File: config.mk
export PLATFORM = sky130hd
export DESIGN_NAME = stereo_atten_ramp
export DESIGN_NICKNAME = d
export VERILOG_FILES = /design/src/rtl/atten_pkg.sv /design/src/rtl/zc_detect.sv /design/src/rtl/static_run_mon.sv /design/src/rtl/atten_slew.sv /design/src/rtl/stereo_atten_ramp.sv
export SDC_FILE = /design/constraint.sdc
export NUM_CORES = 1
export LEC_CHECK = 0
export BUFFER_PORTS_ARGS = -buffer_cell sky130_fd_sc_hd__buf_4
export CELL_PAD_IN_SITES_DETAIL_PLACEMENT = 1
export CELL_PAD_IN_SITES_GLOBAL_PLACEMENT = 1
export CORE_MARGIN = 10
export CORE_UTILIZATION = 38
export CTS_CLUSTER_SIZE = 25
export DETAILED_ROUTE_END_ITERATION = 6
export GPL_ROUTABILITY_DRIVEN = 0
export GPL_TIMING_DRIVEN = 0
export PLACE_DENSITY = 0.73
export SETUP_SLACK_MARGIN = 0.4
export SLEW_MARGIN = 5
export SYNTH_ARGS = -nofsm -noshare
export SYNTH_HDL_FRONTEND = slang
export SYNTH_HIERARCHICAL = 1
export SYNTH_SLANG_ARGS = --single-unit
File: constraint.sdc
create_clock -name clk -period 9.05 [get_ports clk]
set_input_delay 0 -clock clk [delete_from_list [all_inputs] [get_ports clk]]
set_output_delay 0 -clock clk [all_outputs]
set_load 0.01 [all_outputs]
File: src/rtl/atten_pkg.sv
package atten_pkg;
  localparam int CODE_W = 8;
  localparam int LVL_W  = CODE_W + 2;
  localparam logic [LVL_W-1:0] LVL_MUTE = '1;

  typedef enum logic [1:0] {
    XM_DIRECT  = 2'b00,
    XM_ZEROX   = 2'b01,
    XM_RAMP    = 2'b10,
    XM_RAMP_ZX = 2'b11
  } xmode_e;
endpackage

File: src/rtl/zc_detect.sv
module zc_detect #(
  parameter int W = 24
) (
  input  logic         clk,
  input  logic         rst,
  input  logic         tick,
  input  logic [W-1:0] smp,
  output logic         zc,
  output logic         is_static
);
  logic prev_neg;

  always_comb begin
    zc        = (smp == '0) || (smp[W-1] != prev_neg);
    is_static = (smp == '0) || (smp == '1);
  end

  always_ff @(posedge clk) begin
    if (rst)       prev_neg <= 1'b0;
    else if (tick) prev_neg <= smp[W-1];
  end
endmodule

File: src/rtl/static_run_mon.sv
module static_run_mon #(
  parameter int RUN = 8192
) (
  input  logic clk,
  input  logic rst,
  input  logic tick,
  input  logic is_static,
  output logic idle
);
  localparam int CW = $clog2(RUN + 1);
  localparam logic [CW-1:0] CMAX = CW'(RUN);
  logic [CW-1:0] cnt;

  assign idle = (cnt == CMAX);

  always_ff @(posedge clk) begin
    if (rst) cnt <= '0;
    else if (tick) begin
      if (!is_static)        cnt <= '0;
      else if (cnt != CMAX)  cnt <= cnt + 1'b1;
    end
  end
endmodule

File: src/rtl/atten_slew.sv
module atten_slew
  import atten_pkg::*;
#(
  parameter int TIMEOUT = 512
) (
  input  logic             clk,
  input  logic             rst,
  input  logic             tick,
  input  logic             pd,
  input  logic [1:0]       mode,
  input  logic             zc,
  input  logic [LVL_W-1:0] tgt,
  output logic [LVL_W-1:0] lvl
);
  localparam int TW = $clog2(TIMEOUT);
  localparam logic [TW-1:0] TLAST = TW'(TIMEOUT - 1);

  logic [TW-1:0]    tmr;
  logic             pend, fire;
  logic [LVL_W-1:0] step_lvl;
  xmode_e           xm;

  always_comb begin
    xm       = xmode_e'(mode);
    pend     = (lvl != tgt);
    fire     = zc || (tmr == TLAST);
    step_lvl = (lvl < tgt) ? lvl + 1'b1 : lvl - 1'b1;
  end

  always_ff @(posedge clk) begin
    if (rst || pd) begin
      lvl <= LVL_MUTE;
      tmr <= '0;
    end else begin
      case (xm)
        XM_DIRECT: begin
          lvl <= tgt;
          tmr <= '0;
        end
        XM_RAMP: begin
          tmr <= '0;
          if (tick && pend) lvl <= step_lvl;
        end
        default: begin
          if (tick) begin
            if (!pend) begin
              tmr <= '0;
            end else if (fire) begin
              lvl <= (xm == XM_ZEROX) ? tgt : step_lvl;
              tmr <= '0;
            end else begin
              tmr <= tmr + 1'b1;
            end
          end
        end
      endcase
    end
  end
endmodule

File: src/rtl/stereo_atten_ramp.sv
module stereo_atten_ramp
  import atten_pkg::*;
#(
  parameter int SMP_W      = 24,
  parameter int ZX_TIMEOUT = 512,
  parameter int AM_RUN     = 8192
) (
  input  logic              clk,
  input  logic              rst,
  input  logic              frame_tick,
  input  logic [SMP_W-1:0]  smp_a,
  input  logic [SMP_W-1:0]  smp_b,
  input  logic [CODE_W-1:0] code_a,
  input  logic [CODE_W-1:0] code_b,
  input  logic              mute_a,
  input  logic              mute_b,
  input  logic [1:0]        xmode,
  input  logic              gang,
  input  logic              am_en,
  input  logic              mute_pol,
  input  logic              pwr_dn,
  output logic [LVL_W-1:0]  lvl_a,
  output logic [LVL_W-1:0]  lvl_b,
  output logic              mute_pin_a,
  output logic              mute_pin_b
);
  localparam int NCH = 2;

  logic [SMP_W-1:0]  smp  [NCH];
  logic [CODE_W-1:0] code [NCH];
  logic              mreq [NCH];
  logic [LVL_W-1:0]  lvl  [NCH];
  logic              pin  [NCH];

  assign smp[0]  = smp_a;
  assign smp[1]  = smp_b;
  assign code[0] = code_a;
  assign code[1] = code_b;
  assign mreq[0] = mute_a;
  assign mreq[1] = mute_b;
  assign lvl_a      = lvl[0];
  assign lvl_b      = lvl[1];
  assign mute_pin_a = pin[0];
  assign mute_pin_b = pin[1];

  for (genvar g = 0; g < NCH; g++) begin : g_ch
    logic             zc, is_static, idle, muted, act;
    logic [CODE_W-1:0] csel;
    logic [LVL_W-1:0]  tgt;

    zc_detect #(.W(SMP_W)) u_zc (
      .clk(clk), .rst(rst), .tick(frame_tick), .smp(smp[g]),
      .zc(zc), .is_static(is_static)
    );

    static_run_mon #(.RUN(AM_RUN)) u_run (
      .clk(clk), .rst(rst), .tick(frame_tick), .is_static(is_static),
      .idle(idle)
    );

    always_comb begin
      csel  = gang ? code[0] : code[g];
      muted = mreq[g] || (am_en && idle);
      tgt   = muted ? LVL_MUTE : {csel, 2'b00};
      act   = pwr_dn || (muted && (lvl[g] == LVL_MUTE));
    end

    atten_slew #(.TIMEOUT(ZX_TIMEOUT)) u_slew (
      .clk(clk), .rst(rst), .tick(frame_tick), .pd(pwr_dn),
      .mode(xmode), .zc(zc), .tgt(tgt), .lvl(lvl[g])
    );

    always_ff @(posedge clk) begin
      if (rst) pin[g] <= mute_pol;
      else     pin[g] <= act ? mute_pol : ~mute_pol;
    end
  end
endmodule

After elaboration in Yosys (flattened, before gate mapping). Memories as Yosys holds them, arrays and structs flattened. Index checks and enable logic that the tools add are counted.

Word-level logic and storage cells: 104. Memories: 1. Register bits after elaboration: 68. Output and inout bits: 22. RAM bits: 2.

Muxes and demuxes: 32. $add $sub $neg: 8. Bitwise logic cells: 3. Equal/unequal tests: 20. Order comparisons: 2. Reduce and logical (&&, ||, !) cells: 30.

Memory list: pin (words 2, width 1, read ports 2, clocked after memory_dff 0, wr ports 2, line stereo_atten_ramp.sv:33) `logic pin [NCH];`.

Operators by type and width (count): 2-to-1 mux 10 bit (14); 2-to-1 mux 14 bit (4); equality test 24 bit, second input constant (2); logical NOT 24 bit (2); case mux 10 bit (2 select lines) (2); 2-to-1 mux 9 bit (4); adder 14 x 1 -> 14 bit, second input constant (2); equality test 14 bit, second input constant (2); inequality test 14 bit, second input constant (2); adder 10 x 1 -> 10 bit, second input constant (2); equality test 10 bit, second input constant (2); less-than comparator 10 bit (2); inequality test 10 bit (2); subtractor 10 x 1 -> 10 bit, second input constant (2); adder 9 x 1 -> 9 bit, second input constant (2); equality test 9 bit, second input constant (2); nonzero test 3 bit (5); logical OR 1 bit (11); 2-to-1 mux 8 bit (1); AND reduction 4 bit (2); 2-to-1 mux 1 bit (7); logical AND 1 bit (6); inequality test 2 x 1 -> 1 bit, second input constant (2); inequality test 2 bit, second input constant (2); 8 further kinds (11).

Depth between registers and ports, before layout. Gate-level depths: netlist of run 1.

Depth in word-level cells: 11. Gate-level depth with buffers: 21. Gate-level depth less buffers: 21.

Cells and area by module. Netlist of run 1, hierarchy kept.

Modules (own cells, without submodules): static_run_mon (area an instance 897.1 um^2, cells an instance 106, sequential area each 280.3 um^2, times used 2); atten_slew (g_ch[0].u_slew) (area an instance 1537.7 um^2, cells an instance 196, sequential area each 380.4 um^2, times used 1); atten_slew (g_ch[1].u_slew) (area an instance 1514.0 um^2, cells an instance 188, sequential area each 380.4 um^2, times used 1); stereo_atten_ramp (area an instance 316.6 um^2, cells an instance 42, sequential area each 40.0 um^2, times used 1); zc_detect (area an instance 151.4 um^2, cells an instance 23, sequential area each 20.0 um^2, times used 2).

Worst setup path after synthesis of run 1. Ideal clock, no wire load.

Path kind: register to register. From: register g_ch[1].u_run.cnt[0]. To: register g_ch[1].u_slew.lvl[8]. Setup time: 0.132 ns. Setup slack: 4.693 ns. Cell stages (with the launch flop): 22. Arrival time: 4.225 ns. Buffers on the path: 0. Cells stage by stage: dfxtp_1 inv_1 ha_1 nor4b_1 nand4_2 inv_2 a21oi_2 nand2_1 inv_1 ha_1 a211oi_1 o21bai_1 a21oi_1 o221ai_1 fa_1 a211oi_2 nor2_1 or4_1 a31oi_1 xnor2_1 a211oi_2 o21ai_1.

Longest elaborated chain between the ends: 11. Elaborated cells on any way between the ends: 17. Classes of those cells: order compare: 1; eq/ne: 3; mux: 8; reduce/logical: 5.

Ends and longest elaborated chain: start: declaration (line static_run_mon.sv:12) `logic [CW-1:0] cnt;`; start signal: assignment (line static_run_mon.sv:20) `else if (cnt != CMAX) cnt <= cnt + 1'b1;`; equality test 14 bit (*) (line static_run_mon.sv:14) `assign idle = (cnt == CMAX);`; via g_ch[1].idle (line stereo_atten_ramp.sv:47) `logic zc, is_static, idle, muted, act;`; logical AND 1 bit (*) (line stereo_atten_ramp.sv:63) `muted = mreq[g] || (am_en && idle);`; logical OR 1 bit (*) (line stereo_atten_ramp.sv:63); 2-to-1 mux 10 bit (*) (line stereo_atten_ramp.sv:64) `tgt = muted ? LVL_MUTE : {csel, 2'b00};`; via g_ch[1].tgt[3] (line stereo_atten_ramp.sv:49) `logic [LVL_W-1:0] tgt;`; less-than comparator 10 bit (line atten_slew.sv:27) `step_lvl = (lvl < tgt) ? lvl + 1'b1 : lvl - 1'b1;`; 2-to-1 mux 10 bit (line atten_slew.sv:27); 2-to-1 mux 10 bit (line atten_slew.sv:49) `lvl <= (xm == XM_ZEROX) ? tgt : step_lvl;`; 2-to-1 mux 10 bit (line atten_slew.sv:48) `end else if (fire) begin`; 2-to-1 mux 10 bit (line atten_slew.sv:46) `if (!pend) begin`; 2-to-1 mux 10 bit (line atten_slew.sv:45) `if (tick) begin`; case mux 10 bit (2 select lines) (line atten_slew.sv:35) `case (xm)`; end signal: assignment (line atten_slew.sv:37) `lvl <= tgt;`; end signal: assignment (line atten_slew.sv:42) `if (tick && pend) lvl <= step_lvl;`; end signal: assignment (line atten_slew.sv:49); end: declaration (line atten_slew.sv:13) `output logic [LVL_W-1:0] lvl`.

The timed path passes the listed nets; every way through them passes the cells marked *. The select of a mux whose other input is x is not followed. A chain may end at the register's enable or synchronous reset.

Final worst setup path of run 1.
From: register g_ch[1].u_run.cnt[0]. To: register g_ch[1].u_slew.lvl[9].

The elaborated chain is that of the path after synthesis.

==> results of run 1 <==
## what timing repair did
| action | CTS | global route |
|---|---|---|
| hold buffers | 5 | 0 |
| endpoints found under the hold margin | 4 | 0 |
| setup buffers | 0 | 0 |
## worst paths after layout
kind                           end  slack, ps             startpoint  cells after the start
min reg2reg  g_ch[0].u_slew/tmr[7]        470  g_ch[0].u_slew/tmr[7]                      2
max          g_ch[1].u_slew/lvl[9]       3680   g_ch[1].u_run/cnt[0]                     21
max reg2reg  g_ch[1].u_slew/lvl[9]       3680   g_ch[1].u_run/cnt[0]                     21
min                         pin[1]         20                 pwr_dn                      4
## state kept, by name (all words and copies together), names as in the netlist
register	cells
g_ch.u_zc/prev_neg	2
pin	2
g_ch.u_run/cnt	28
g_ch.u_slew/lvl	20
g_ch.u_slew/tmr	18
## routing by layer
metal  up-vias  global-route usage [%]
li1       2801                       -
met5         -                       0
met2       126                    33.2
met1      2846                    21.4
met3        17                    4.94
met4         0                    4.73
## final cells by class
cell class | count | area (µm²) | area share [%]
inverters | 50 | 188 | 2.78
multi-input cells | 547 | 3790 | 56.1
clock buffers | 12 | 256 | 3.80
well taps | 180 | 225 | 3.33
plain buffers | 17 | 83.8 | 1.24
clock inverters | 4 | 45.0 | 0.667
flip-flops and latches | 70 | 1400 | 20.7
repair buffers | 100 | 763 | 11.3
## report_power, final
group	total, mW	internal, mW	switching [mW]
clock	0.363	0.227	0.136
combinational	0.351	0.152	0.199
sequential	0.330	0.317	0.0130
## worst max-delay path: stages (launching register included)
cell and delay (ps):
dfxtp_1 440, inv_1 110, ha_1 220, nor4b_1 150, nand4_2 160, inv_2 70, a21oi_2 410, nand2_1 180
inv_1 90, ha_1 240, a211oi_1 270, o21bai_1 110, a21oi_1 150, o221ai_1 500, ha_1 520, a211oi_1 310
o21bai_1 160, a21oi_1 290, o21ai_1 130, xor2_1 210, or4b_1 450, o211ai_1 100
## cell usage in the layout, fill, tap and decap left out, types with 12 or more instances in the layout
cell,synthesis,layout
nand2_1,52,52
nand4_1,31,31
dfxtp_1,70,70
nor2_1,58,58
buf_4,1,96
a21oi_1,46,46
and3_1,16,16
mux2i_1,14,14
a211oi_1,12,12
nor4_1,20,20
o21ai_0,44,44
xnor2_1,17,17
ha_1,44,44
nor3_1,24,24
o211ai_1,12,12
inv_1,46,46
## stage by stage
stage	util, %	power [mW]	cell area (µm²)
after floorplan	-	0.566	5470
after global routing	48.3	1.11	6760
after detailed placement	45.8	0.683	6400
after global placement	45.8	0.663	6400
final	48.3	1.04	6760
after CTS	48.3	1.05	6760
## cell families (layout without fill, tap and decap cells)
family                   after synthesis  count (layout)  synth area share, %
buffers and inverters                 67             183                 4.97
flip-flops                            70              70                 25.6
multiplexers                          18              18                 3.39
adder cells (fa/ha/maj)               46              46                 10.8
AO/OA/AOI/OAI                        182             182                 22.0
XOR/XNOR                              21              21                 3.37
AND/OR/NAND/NOR                      280             280                 29.9
==> impl_metrics.json, run 1 <==
{
  "cts_root_buf": "clkbuf_16",
  "pin_count": 97,
  "antenna_found_initial": 0,
  "clkTransAtPathRegs_ps": 60,
  "yosys_register_bits": 70,
  "netlist_top_cells_count": "dfxtp_1 (70), nor2_1 (58), nand2_1 (52)",
  "synth_area_um2": 5470,
  "area_growth_pct": 23.6,
  "die_area_um2": 19600,
  "avgSynthCellArea_um2": 7.99,
  "peakVddDrop_v": 0.0000885,
  "cts_sinks": 70,
  "die_x_um": 140,
  "highest_layer": "met4",
  "grt_use_total_pct": 18.6,
  "min_period_over_period_pct": 59.4,
  "synth_top_area_cell": "dfxtp_1",
  "start_util_pct": 39.1,
  "synth_ff_type": "dfxtp_1",
  "synthTopCellsByArea": "dfxtp_1 (26%), ha_1 (10%), a21oi_1 (4.2%)",
  "finalClockSkew_ps": 6.38,
  "grt_pass1_wl_um": 30500,
  "clkLatencyLatePin_ps": 340,
  "hp-class": "input port to flip-flop",
  "numPortBuffers": 95,
  "hold_violations": 0,
  "cp-end-kind": "flip-flop",
  "grt_pass1_vias": 6107,
  "dp_slack_ps": 3730,
  "wirelength_met1_um": 8110,
  "dr.pass1.iters": 5,
  "synth_edf_count": 0,
  "rows": 43,
  "synth_most_common_cell": "dfxtp_1",
  "p_per_area_nw_per_um2": 155,
  "diodes": 0,
  "max_freq_mhz": 186,
  "dpl.hpwl_um": 14900,
  "yosysTopAreaCellShare_pct": 25.6,
  "yosys.cell_types.count": 68,
  "vias_per_cell": 5.91,
  "max-slew-margin-rel_pct": 29.5,
  "critPathRequiredTime_ps": 9310,
  "clockBufferDepth": 2,
  "status": "complete, no violations",
  "final.setup.worst_slack_ps": 3680,
  "wl_per_cell_um": 19.1,
  "cts_tree": "built",
  "drive_gt1_share_pct": 19.3,
  "worstSetupPathType": "flip-flop to flip-flop",
  "cts-buffers-inserted": 9,
  "dr.first_iter.drc_count": 214,
  "power_leakage_nw": 2.83,
  "grt_overflow": 0,
  "rsz0062_at_grt": "false",
  "core_um2": 14000,
  "nNetsFinal": 916,
  "drt_wl_total_um": 18700,
  "fp.dieH_um": 140,
  "syn_inst": 684,
  "syn_nets": 805,
  "placedCellCount": 959,
  "drv_cap": 0,
  "fill_cells": 1705,
  "route.met3.wl_um": 915,
  "setup_tns_ps": 0,
  "grt_max_degree": 13,
  "whs_ps": 23.8,
  "maxSlewViolCount": 0,
  "vias": 5790,
  "final_cells": 980,
  "worstSetupStartpointType": "flip-flop",
  "async_reset_ff_share_pct": 0,
  "seq_area_frac_synth_pct": 25.6,
  "remaining_drc_errors": 0,
  "h-tree-depth": 3,
  "ctsResizeCount": 0,
  "wl_met2_um": 9480,
  "ant_nets": 0,
  "cp_max_fo": 10,
  "synth_warnings": 6,
  "setup_viol_count_final": 0,
  "tightest_slew_ps": 1060,
  "worstPathArrival_ps": 5630,
  "min_period_ps": 5370
}
Power figures use the tool's default switching activity.
==> inputs of run 2 (changes only) <==
ABC_AREA = 1   (was not set)
CORE_UTILIZATION = 36   (was 38)
PLACE_DENSITY = 0.75   (was 0.73)
clock period = 4.5 ns   (was 9.05 ns; I/O delays follow)
==> run 2 against run 1 <==
Utilization decreased by 2.8 points; maximum frequency rose by 42%; cell area grew 16%; global-route usage shrank 1.6 points; wire length grew 6.8%; critical path type unchanged; largest power group unchanged.
==> impl_metrics.json, run 2 <==
{
  "status": "complete, no violations",
  "top_register": "g_ch.u_run/cnt",
  "pin_count": 97,
  "power_leakage_nw": 3.99,
  "post-cts-setup-buffers": 0,
  "vias_per_cell": 4.88,
  "area_growth_pct": 24.8,
  "hold_violations": 0,
  "rows": 48,
  "dr.first_iter.drc_count": 219,
  "vias": 6778,
  "avgSynthCellArea_um2": 6.00,
  "globalRouteMet1Util_pct": 20.6,
  "setup_viol_count_final": 0,
  "crit_path_cell_trace": "inv_1, ha_1, nand2_1, nor2_1, nand2_2, inv_1, nand2_1, nand2_2, inv_2, o211ai_1, inv_1, ha_1, nand2_1, nor2_1, nand3_1, nand3_4, fa_1, nand3_1, nand2_2, o21ai_0, a21oi_1, o21ai_0, nand3_1",
  "max-slew-margin-rel_pct": 66.8,
  "wl_per_cell_um": 14.4,
  "worstSetupPathType": "flip-flop to flip-flop",
  "grt_pass1_vias": 7040,
  "h-tree-depth": 3,
  "cts_root_buf": "clkbuf_16",
  "cts_tree": "built",
  "peakVddDrop_v": 0.000194,
  "seq_area_frac_synth_pct": 22.4,
  "cp_num_cells": 23,
  "yosys.cell_types.count": 40,
  "crit_start": "g_ch[1].u_run/cnt[0]",
  "final_cells": 1388,
  "drive_gt1_share_pct": 18.2,
  "syn_nets": 1166,
  "design_area_um2": 7820,
  "p_per_area_nw_per_um2": 298,
  "async_reset_ff_share_pct": 0,
  "synth_ff_type": "dfxtp_1",
  "grt_use_total_pct": 17.0,
  "worstPathArrival_ps": 4000,
  "start_util_pct": 36.5,
  "rsz0062_at_grt": "true",
  "synthTopCellsByArea": "dfxtp_1 (22%), nand2_1 (21%), ha_1 (8.8%)",
  "grt_pass1_wl_um": 33700,
  "r2r_slack_ps": 710,
  "numPortBuffers": 96,
  "grt_use_met2_pct": 29.5,
  "min_period_ps": 3790,
  "setup_tns_ps": 0,
  "critical_path_buf_inv_count": 4,
  "grt_max_degree": 16,
  "cts-buffers-inserted": 9,
  "crit_family": "simple AND/OR/NAND/NOR gates",
  "diodes": 0,
  "fill_cells": 2393,
  "remaining_drc_errors": 0,
  "placedCellCount": 1366,
  "regToRegStartpoint": "g_ch[1].u_run/cnt[0]",
  "synth_area_um2": 6270,
  "reg2regPathDepth": 23,
  "nNetsFinal": 1279,
  "min_period_over_period_pct": 84.1,
  "rr_endpoint": "g_ch[1].u_slew/lvl[4]",
  "cts_sinks": 70,
  "finalClockSkew_ps": 7.76,
  "crit_path_end": "g_ch[1].u_slew/lvl[4]",
  "die_x_um": 152,
  "grt_overflow": 0,
  "grt_busiest_layer": "met2",
  "dpl.hpwl_um": 15800,
  "synth_most_common_cell": "nand2_1",
  "synth_edf_count": 0,
  "ant_nets": 0,
  "drt_wl_total_um": 20000,
  "maxSlewViolCount": 0,
  "grt.met3_usage_pct": 4.01,
  "hp-class": "input port to flip-flop",
  "yosys_register_bits": 70,
  "tightest_slew_ps": 498,
  "drv_cap": 0,
  "cp_max_fo": 8,
  "core_um2": 17200,
  "most-common-layout-cells": "nand2_1 (353), inv_1 (141), nor2_1 (111)",
  "critPathRequiredTime_ps": 4710,
  "slowest_delay_ps": 450,
  "clkLatencyLatePin_ps": 350,
  "largest_register_ffs": 28,
  "syn_inst": 1045,
  "cp-end-kind": "flip-flop",
  "layout_commonest_cell": "nand2_1",
  "dpl_cell_area_um2": 7270,
  "yosysTopAreaCellShare_pct": 22.4,
  "final.setup.worst_slack_ps": 715,
  "fp.dieH_um": 152,
  "reg.largest.list": "g_ch.u_run/cnt x28, g_ch.u_slew/lvl x20, g_ch.u_slew/tmr x18",
  "netlist_top_cells_count": "nand2_1 (354), inv_1 (141), nor2_1 (111)",
  "utilization_pct": 45.5,
  "dr.pass1.iters": 4,
  "max_freq_mhz": 264,
  "antenna_found_initial": 0,
  "clkTransAtPathRegs_ps": 60,
  "synth_top_area_cell": "dfxtp_1",
  "die_area_um2": 23100,
  "synth_warnings": 6,
  "worstHoldPathCells": 5,
  "worstSetupStartpointType": "flip-flop",
  "clockBufferDepth": 2,
  "dp_slack_ps": 449,
  "cp_slowest_cell": "fa_1"
}
run 2: changes by cell type after synthesis, sizes merged, moves of 12 or more:
cell | previous run | this run
mux2i | 14 | 2
a211oi | 14 | 0
nand3 | 11 | 89
nor4 | 24 | 0
inv | 50 | 150
nor3 | 26 | 2
nand2 | 52 | 371
o21ai | 53 | 24
nand4 | 41 | 16
nor2 | 58 | 136
run 2: logic make-up (layout without fill, tap and decap cells):
family / after synthesis / count (layout) / share of synthesized area [%]
simple gates: 633 / 634 / 44.4
compound gates: 116 / 116 / 11.0
fa+ha+maj: 46 / 46 / 9.42
flops: 70 / 70 / 22.4
buf+inv: 166 / 283 / 10.9
mux: 2 / 2 / 0.319
xor+xnor: 12 / 12 / 1.68
run 2: where the power goes:
| group | total, mW | internal, mW | switching, mW |
|---|---|---|---|
| Sequential | 0.667 | 0.638 | 0.0293 |
| Combinational | 0.813 | 0.347 | 0.466 |
| Clock | 0.854 | 0.556 | 0.298 |
run 2: layout make-up:
class                      count  area (µm²)  share of cell area (%)
clock inverter                 6         109                    1.39
inverter                     151         572                    7.31
multi-input combinational    810        4340                    55.5
timing repair buffer         101         771                    9.86
clock buffer                  10         239                    3.06
buffer                        15         109                    1.39
sequential                    70        1400                    17.9
tap                          225         282                    3.60
run 2: per-layer routing:
| layer | vias to the layer above | routed length, µm |
|---|---|---|
| li1 | 3554 | - |
| met1 | 3125 | 9440 |
| met2 | 81 | 9670 |
| met3 | 18 | 681 |
| met4 | 0 | 214 |
| met5 | - | 0 |
run 2: per-stage QoR:
stage	hold slack, ps	power (mW)
floorplan	69.1	1.20
global placement	281	1.41
finish	46.7	2.33
global route	69.9	2.50
detailed placement	307	1.43
CTS	41.1	2.30
run 2: tightest hold or removal path: stages:
cell      delay [ps]
buf_4             80
inv_1             40
nand2_1           90
o211ai_1          80
nand3_1           70
run 2: repair_timing:
action,4_1_cts,5_1_grt
endpoints found under the setup margin,0,15
hold buffers,5,0
gates resized for setup,0,20
endpoints found under the hold margin,6,0
run 2: how the worst min path moves through the flow:
stage	startpoint	endpoint	slack, ps
6_report	code_a[0]	g_ch[0].u_slew/lvl[2]	50
2_1_floorplan	rst	g_ch[0].u_run/cnt[3]	70
5_1_grt	code_a[0]	g_ch[0].u_slew/lvl[2]	70
3_5_place_dp	mute_pol	pin[0]	310
4_1_cts	code_a[0]	g_ch[0].u_slew/lvl[2]	40
3_3_place_gp	smp_a[23]	g_ch[0].u_zc/prev_neg	280
==> inputs of run 3 (changes only) <==
CORE_UTILIZATION = 38   (was 36)
PLACE_DENSITY = 0.76   (was 0.75)
clock period = 3.6 ns   (was 4.5 ns; I/O delays follow)
==> run 3 against run 2 <==
Utilization up 11 points; maximum frequency up 12%; non-clock buffer count up 63; sequential power up 26%; global-route usage up 3.9 points; wire length up 20%; worst setup slack worse by 490 ps; sequential cell count unchanged; clock power up 28%; worst hold slack worse by 14 ps; first-iteration DRC count up 38%; via count up 8.6%; critical endpoint is now pin[1].
==> impl_metrics.json, run 3 (synthesis results as in run 2) <==
{
  "dpl.hpwl_um": 16200,
  "crit_top_cell": "buf_4",
  "cts_sinks": 70,
  "rows": 46,
  "final_cells": 1443,
  "grt_pass1_wl_um": 38100,
  "max-slew-margin-rel_pct": 62.1,
  "hold_violations": 0,
  "rr_endpoint": "pin[1]",
  "regToRegStartpoint": "g_ch[1].u_run/cnt[0]",
  "worstHoldPathCells": 5,
  "power_leakage_nw": 4.41,
  "drt_wl_total_um": 24000,
  "tightest_slew_ps": 569,
  "cts-buffers-inserted": 9,
  "min_period_over_period_pct": 93.7,
  "h-tree-depth": 3,
  "start_util_pct": 39.2,
  "vias_per_cell": 5.10,
  "peakVddDrop_v": 0.000267,
  "area_growth_pct": 44.2,
  "clkTransAtPathRegs_ps": 60,
  "r2r_slack_ps": 230,
  "finalClockSkew_ps": 6.44,
  "cp_max_fo": 2,
  "reg.largest.list": "g_ch.u_run/cnt x28, g_ch.u_slew/lvl x20, g_ch.u_slew/tmr x18",
  "nNetsFinal": 1342,
  "worstSetupPathType": "flip-flop to flip-flop",
  "most-common-layout-cells": "nand2_1 (320), buf_4 (152), inv_1 (123)",
  "remaining_drc_errors": 0,
  "grt_max_degree": 16,
  "status": "complete, no violations",
  "layout_commonest_cell": "nand2_1",
  "drive_gt1_share_pct": 32.6,
  "min_period_ps": 3370,
  "slowest_delay_ps": 330,
  "numPortBuffers": 96,
  "cts_tree": "built",
  "dr.pass1.iters": 5,
  "holdCritStartpoint": "code_a[0]",
  "hp-class": "input port to flip-flop",
  "reg2regPathDepth": 28,
  "maxSlewViolCount": 0,
  "fp.dieH_um": 148,
  "worstSetupStartpointType": "flip-flop",
  "placedCellCount": 1357,
  "grt_use_total_pct": 20.9,
  "critPathRequiredTime_ps": 3900,
  "fill_cells": 2171,
  "rsz0062_at_grt": "true",
  "pin_count": 97,
  "grt_pass1_vias": 7848,
  "max_freq_mhz": 297,
  "grt_overflow": 0,
  "worstPathArrival_ps": 3670,
  "antenna_found_initial": 1,
  "clkLatencyLatePin_ps": 340,
  "die_x_um": 148,
  "wl_per_cell_um": 16.7,
  "cp-end-kind": "flip-flop",
  "clockBufferDepth": 2,
  "dr.first_iter.drc_count": 302,
  "utilization_pct": 56.5,
  "setup_viol_count_final": 0,
  "top_register": "g_ch.u_run/cnt",
  "p_per_area_nw_per_um2": 375,
  "cts_root_buf": "clkbuf_16",
  "drv_cap": 0,
  "hold_end": "g_ch[0].u_slew/lvl[2]",
  "vias": 7363,
  "cp_slowest_cell": "dfxtp_2",
  "core_um2": 16000,
  "largest_register_ffs": 28,
  "ant_nets": 0,
  "die_area_um2": 22000
}
## run 3: cell type report
class                      instances  area [µm²]  share of cell area [%]
clock buffer                      11         253                    2.80
tap                              216         270                    2.99
multi-input combinational        810        5010                    55.4
clock inverter                     5         105                    1.16
antenna                            1        2.50                  0.0277
inverter                         151         582                    6.44
buffer                            15         109                    1.20
timing repair buffer             164        1280                    14.1
sequential                        70        1430                    15.8
## run 3: through the flow
step / setup WS (ps) / instance area (µm²) / power [mW] / hold WS [ps] / TNS, ps
2_1_floorplan: 402 / 6480 / 1.59 / 69.1 / 0
3_3_place_gp: -196 / 7470 / 1.86 / 281 / -817
3_5_place_dp: -252 / 7470 / 1.89 / 292 / -1570
4_1_cts: 360 / 8660 / 3.21 / 25.9 / 0
5_1_grt: 52.1 / 9040 / 3.61 / 74.5 / 0
6_report: 228 / 9040 / 3.39 / 32.4 / 0
## run 3: power breakdown
part	switching (mW)	internal, mW	leakage, nW
sequential	0.0462	0.795	0.578
clock	0.371	0.715	0.168
combinational	0.791	0.674	3.66
## run 3: metal layers
layer,vias to the layer above,part of all wire (%),global-route usage [%]
li1,3678,-,-
met1,3485,42,23.1
met2,153,51,38.4
met3,47,3.7,5.04
met4,0,2.8,6.29
met5,-,0,0
## run 3: worst max-delay path by stage
stage / startpoint / end / slack [ps] / cells past startpoint
3_3_place_gp: g_ch[0].u_run/cnt[0] / g_ch[0].u_slew/lvl[6] / -200 / 24
2_1_floorplan: g_ch[0].u_run/cnt[0] / g_ch[0].u_slew/lvl[6] / 400 / 24
6_report: g_ch[1].u_run/cnt[0] / pin[1] / 230 / 28
4_1_cts: g_ch[1].u_run/cnt[0] / g_ch[1].u_slew/lvl[6] / 360 / 26
5_1_grt: g_ch[1].u_run/cnt[0] / g_ch[1].u_slew/lvl[9] / 50 / 29
3_5_place_dp: g_ch[0].u_run/cnt[0] / g_ch[0].u_slew/lvl[6] / -250 / 24
## run 3: critical path, delay by kind of cell (launching register included)
kind / cells / cell delay [ps]
adder cells (fa/ha/maj): 1 / 140
buffers and inverters: 19 / 2090
flip-flops: 1 / 330
AO/OA/AOI/OAI: 1 / 190
AND/OR/NAND/NOR: 7 / 560
## run 3: timing repair
action / CTS / global route
endpoints found under the hold margin: 8 / 0
setup endpoints to repair: 18 / 18
gates cloned: 1 / 0
pin swaps: 60 / 55
buffers inserted: 48 / 14
hold buffers: 6 / 0
gates resized for setup: 102 / 69
